## src/rtl/agu_order_gate.sv

```systemverilog
module agu_order_gate #(
  parameter int ROB_DEPTH = 8,
  parameter int RS_DEPTH  = 4,
  parameter int SEQ_W     = 5,
  parameter int DATA_W    = 32
) (
  input  logic                                  clk,
  input  logic                                  rst_n,
  input  logic [ROB_DEPTH-1:0]                  rob_busy,
  input  logic [ROB_DEPTH-1:0]                  rob_mem,
  input  logic [ROB_DEPTH-1:0]                  rob_addr_done,
  input  logic [ROB_DEPTH*SEQ_W-1:0]            rob_seq,
  input  logic [RS_DEPTH-1:0]                   cand_valid,
  input  logic [RS_DEPTH-1:0]                   cand_store,
  input  logic [RS_DEPTH*SEQ_W-1:0]             cand_seq,
  input  logic [RS_DEPTH*$clog2(ROB_DEPTH)-1:0] cand_rob,
  input  logic [RS_DEPTH*$clog2(ROB_DEPTH+1)-1:0] cand_tag,
  input  logic [RS_DEPTH*DATA_W-1:0]            cand_base,
  input  logic [RS_DEPTH*DATA_W-1:0]            cand_off,
  input  logic [RS_DEPTH*DATA_W-1:0]            cand_data,
  output logic                                  gnt_valid,
  output logic [(RS_DEPTH>1 ? $clog2(RS_DEPTH) : 1)-1:0] gnt_slot,
  output logic [$clog2(ROB_DEPTH)-1:0]          gnt_rob,
  output logic [DATA_W-1:0]                     gnt_addr,
  output logic                                  st_ready_valid,
  output logic [DATA_W-1:0]                     st_data
);
  localparam int ROB_IDX_W = $clog2(ROB_DEPTH);
  localparam int TAG_W     = $clog2(ROB_DEPTH + 1);
  localparam int RS_IDX_W  = RS_DEPTH > 1 ? $clog2(RS_DEPTH) : 1;
  localparam logic [TAG_W-1:0] NO_PRODUCER = TAG_W'(ROB_DEPTH);

  function automatic logic is_older(input logic [SEQ_W-1:0] a, input logic [SEQ_W-1:0] b);
    logic [SEQ_W-1:0] d;
    d = a - b;
    return d[SEQ_W-1];
  endfunction

  logic [SEQ_W-1:0]     e_seq  [ROB_DEPTH];
  logic [SEQ_W-1:0]     c_seq  [RS_DEPTH];
  logic [ROB_IDX_W-1:0] c_rob  [RS_DEPTH];
  logic [TAG_W-1:0]     c_tag  [RS_DEPTH];
  logic [DATA_W-1:0]    c_base [RS_DEPTH];
  logic [DATA_W-1:0]    c_off  [RS_DEPTH];
  logic [DATA_W-1:0]    c_data [RS_DEPTH];

  for (genvar j = 0; j < ROB_DEPTH; j++) begin : g_rob
    assign e_seq[j] = rob_seq[j*SEQ_W +: SEQ_W];
  end
  for (genvar i = 0; i < RS_DEPTH; i++) begin : g_rs
    assign c_seq[i]  = cand_seq[i*SEQ_W +: SEQ_W];
    assign c_rob[i]  = cand_rob[i*ROB_IDX_W +: ROB_IDX_W];
    assign c_tag[i]  = cand_tag[i*TAG_W +: TAG_W];
    assign c_base[i] = cand_base[i*DATA_W +: DATA_W];
    assign c_off[i]  = cand_off[i*DATA_W +: DATA_W];
    assign c_data[i] = cand_data[i*DATA_W +: DATA_W];
  end

  logic [ROB_DEPTH-1:0] blocker;
  logic [RS_DEPTH-1:0]  elig;
  logic                 found;
  logic [RS_IDX_W-1:0]  sel;

  always_comb begin
    for (int j = 0; j < ROB_DEPTH; j++)
      blocker[j] = rob_busy[j] && rob_mem[j] && !rob_addr_done[j] &&
                   !(gnt_valid && gnt_rob == ROB_IDX_W'(j));
  end

  always_comb begin
    for (int i = 0; i < RS_DEPTH; i++) begin
      elig[i] = cand_valid[i] && (c_tag[i] == NO_PRODUCER) &&
                !(gnt_valid && gnt_rob == c_rob[i]);
      for (int j = 0; j < ROB_DEPTH; j++)
        if (blocker[j] && c_rob[i] != ROB_IDX_W'(j) && is_older(e_seq[j], c_seq[i]))
          elig[i] = 1'b0;
    end
  end

  always_comb begin
    found = 1'b0;
    sel   = '0;
    for (int i = 0; i < RS_DEPTH; i++)
      if (elig[i] && (!found || is_older(c_seq[i], c_seq[sel]))) begin
        found = 1'b1;
        sel   = RS_IDX_W'(i);
      end
  end

  always_ff @(posedge clk) begin
    if (!rst_n) begin
      gnt_valid      <= 1'b0;
      gnt_slot       <= '0;
      gnt_rob        <= '0;
      gnt_addr       <= '0;
      st_ready_valid <= 1'b0;
      st_data        <= '0;
    end else begin
      gnt_valid      <= found;
      st_ready_valid <= found && cand_store[sel];
      if (found) begin
        gnt_slot <= sel;
        gnt_rob  <= c_rob[sel];
        gnt_addr <= c_base[sel] + c_off[sel];
        st_data  <= c_data[sel];
      end
    end
  end
endmodule


```

## config.mk

```make
export PLATFORM = sky130hd
export DESIGN_NAME = agu_order_gate
export DESIGN_NICKNAME = d
export VERILOG_FILES = /design/src/rtl/agu_order_gate.sv
export SDC_FILE = /design/constraint.sdc
export NUM_CORES = 1
export LEC_CHECK = 0
export ABC_AREA = 1
export CAP_MARGIN = 25
export CORE_AREA = 2 2 222 224
export DETAILED_ROUTE_END_ITERATION = 16
export DIE_AREA = 0 0 224 226
export MAX_ROUTING_LAYER = met4
export PLACE_DENSITY = 0.54
export SYNTH_ARGS = -nofsm -noshare
export SYNTH_HDL_FRONTEND = slang
export SYNTH_SLANG_ARGS = --single-unit
```

## constraint.sdc

```tcl
create_clock -name clk -period 13 [get_ports clk]
set_input_delay 2.6 -clock clk [delete_from_list [all_inputs] [get_ports clk]]
set_output_delay 2.6 -clock clk [all_outputs]
set_load 0.01 [all_outputs]
```

==> results of run 1 <==
-- through the flow --
| step | utilization [%] | setup slack [ns] | hold slack [ns] |
|---|---|---|---|
| floorplan | - | 3.55 | 0.511 |
| global placement | 35.4 | 1.01 | 0.467 |
| detailed placement | 35.4 | 0.825 | 0.478 |
| CTS | 36.0 | 1.17 | 0.492 |
| global route | 36.0 | 0.0324 | 0.528 |
| finish | 36.0 | 1.19 | 0.494 |
-- layout by cell type, fill, tap and decap left out, types with 14 or more instances in the layout --
master and count:
xnor2_1 39, ha_1 136, nor2_1 120, a21boi_0 14
o211ai_1 22, o21ai_0 157, a21oi_1 199, inv_1 174
clkdlybuf4s50_1 575, buf_4 14, nor3_1 17, dfxtp_1 71
xor2_1 30, nand3_1 66, a31oi_1 18, nand2_1 423
o21ai_1 47, a32o_1 57
-- flip-flops by register name, indices dropped and copies added, names as in the netlist --
signal	count
gnt_addr	32
gnt_valid	1
gnt_rob	3
st_ready_valid	1
st_data	32
gnt_slot	2
-- cells by family (layout without fill, tap and decap cells) --
group / after synthesis / in the layout / share of synthesized area, %
AO/OA/AOI/OAI: 551 / 551 / 29.8
buffers and inverters: 282 / 791 / 11.0
flip-flops: 71 / 71 / 13.0
adder cells (fa/ha/maj): 137 / 137 / 15.7
AND/OR/NAND/NOR: 667 / 667 / 25.0
other: 0 / 3 / 0
XOR/XNOR: 69 / 69 / 5.51
-- power by group --
group,total (mW),switching [mW],internal (mW),leakage [nW]
registers,0.243,0.0105,0.233,0.578
logic,0.604,0.301,0.303,6.88
clock network,0.247,0.112,0.134,0.132
total,1.09,0.423,0.670,7.59
-- worst max-delay path by stage --
stage	startpoint	end	slack, ns
after detailed placement	cand_seq[3]	gnt_addr[31]	0.83
final	cand_seq[1]	gnt_addr[31]	1.19
after CTS	cand_seq[3]	gnt_addr[31]	1.17
after global routing	cand_seq[1]	gnt_addr[31]	0.03
after global placement	cand_seq[3]	gnt_addr[30]	1.01
after floorplan	cand_seq[8]	gnt_addr[31]	3.55
-- layer usage --
layer | vias to the layer above | GRT usage [%] | share of wire [%]
li1 | 7092 | - | -
met1 | 6694 | 26.2 | 40
met2 | 584 | 41.0 | 51
met3 | 82 | 3.45 | 5.8
met4 | 0 | 7.42 | 3.0
met5 | - | - | 0
-- critical path: cells and delay by family --
kind,cells,cell delay [ns]
compound gates,16,3.28
fa+ha+maj,4,1.25
buf+inv,7,1.37
simple gates,27,3.46
-- layout make-up --
type / count / share of cell area, %
flip-flops and latches: 71 / 8.16
clock buffers: 11 / 1.39
repair buffers: 590 / 33.7
well taps: 622 / 4.47
multi-input cells: 1424 / 48.0
inverters: 185 / 4.01
clock inverters: 5 / 0.194
diodes: 3 / 0.0431
==> flow_summary.toml, run 1 <==
[final_layout]
drive_gt1_share_pct = 3.06
final_area_mm2 = 0.0174
multiInputGateArea_mm2 = 0.00836
fillers = 5250
regArea_mm2 = 0.00142
fin_nets = 2924
syn2layout_area_growth_pct = 58.7
final_cell_count_no_fill = 2911

[synth]
syn_nets = 2420
synth.cell_area_mm2 = 0.0110
synth_edf_count = 0
synth_most_common_cell = "nand2_1"
synthTopCellsByCount = "423 x nand2_1, 199 x a21oi_1, 175 x inv_1, 157 x o21ai_0, 136 x ha_1"
synth.avg_cell_area_um2 = 6.17
synth_area_leaders = "ha_1 16%, nand2_1 14%, dfxtp_1 13%"
synth_cell_types = 48
synth_top_area_cell = "ha_1"
yosysTopAreaCellShare_pct = 15.5
synth_seq_area_share_pct = 13.0
synthArstFlopShare_pct = 0
ys_ff_latch = 71
ys_warn_count = 0
synth_ff_type = "dfxtp_1"
synthCells = 1777

[sta]
min_period_ns = 11.81
finalCritPeriodShare_pct = 90.9
slew_viol_final = 0
max_slew_margin_pct = 38.0
setup_viol = 0
fmax_ghz = 0.0846
hold_viol_final = 0
rsz0062_at_grt = "no"
finalClockSkew_ns = 0.00889
worstMarginPinSlew_ns = 0.930
totalNegativeSetupSlack_ns = 0

[routing]
drt-total-wl_um = 59500
first_iter_violations = 898
wl_per_cell_um = 20.4
vias = 14500
drtAntennaViolNets = 0
viasPerCell = 4.96
drc = 0
dr.pass1.iters = 5

[pwr]
vdd_drop_max_mv = 0.0511
total_power_mw = 1.09
leakagePower_nw = 7.59
powerDensity_mw_per_mm2 = 62.8

[clock_tree]
root_buffer = "clkbuf_16"
cts_buffers = 9
htree_levels = 3
postCtsResizedCells = 0
postCtsHoldBufs = 0
tritoncts = "yes"
clock_path_buffers = 2
clkTransAtPathRegs_ns = 0.06
cts_sinks = 71
clock_latency_ns = 0.36
cts_setup_buffers = 0

[die]
die_w_um = 224
rows = 81
initial_core_util_pct = 22.7
dieArea_mm2 = 0.0506
io_pins = 577
core_area_mm2 = 0.0483
die_h_um = 226

[grt]
grt_pass1_wl_um = 85800
grt.total_usage_pct = 22.9
grt_antenna_before_repair = 3
grt_remaining_overflow = 0
grt_max_degree = 84
grt_pass1_vias = 14400

[setup_path]
required_ns = 13.25
crit_type = "in -> reg"
rrSetupSlack_ns = 3.59
r2r-start = "gnt_rob[0]"
reg2reg_depth = 52
crit_path_end_kind = "register"
arrival_ns = 12.07
slowest_delay_ns = 0.41
path_max_fanout = 77
startpoint_type = "input port"
worstReg2RegEnd = "gnt_addr[31]"
cp_common_cell = "nand2_1"
slowest_stage = "inv_1"

[placed_design]
placedCellCount = 2892
port_buffers = 576
dp_hpwl_um = 48200
place_congestion = 0.920
postPlaceCellArea_mm2 = 0.0171

[job]
maxCapViolCount = 0

[min_path]
hp-class = "reg -> reg"
worstHoldStart = "gnt_addr[1]"
hold_end = "gnt_addr[1]"
hold_depth = 2

[status]
outcome = "finished, final reports clean"
Power figures use the tool's default switching activity.
==> run 2: changes to the inputs <==
- SLEW_MARGIN: unset -> 20
==> results of run 2 <==
No change in the layout: final DEF, timing and power equal those of run 1.
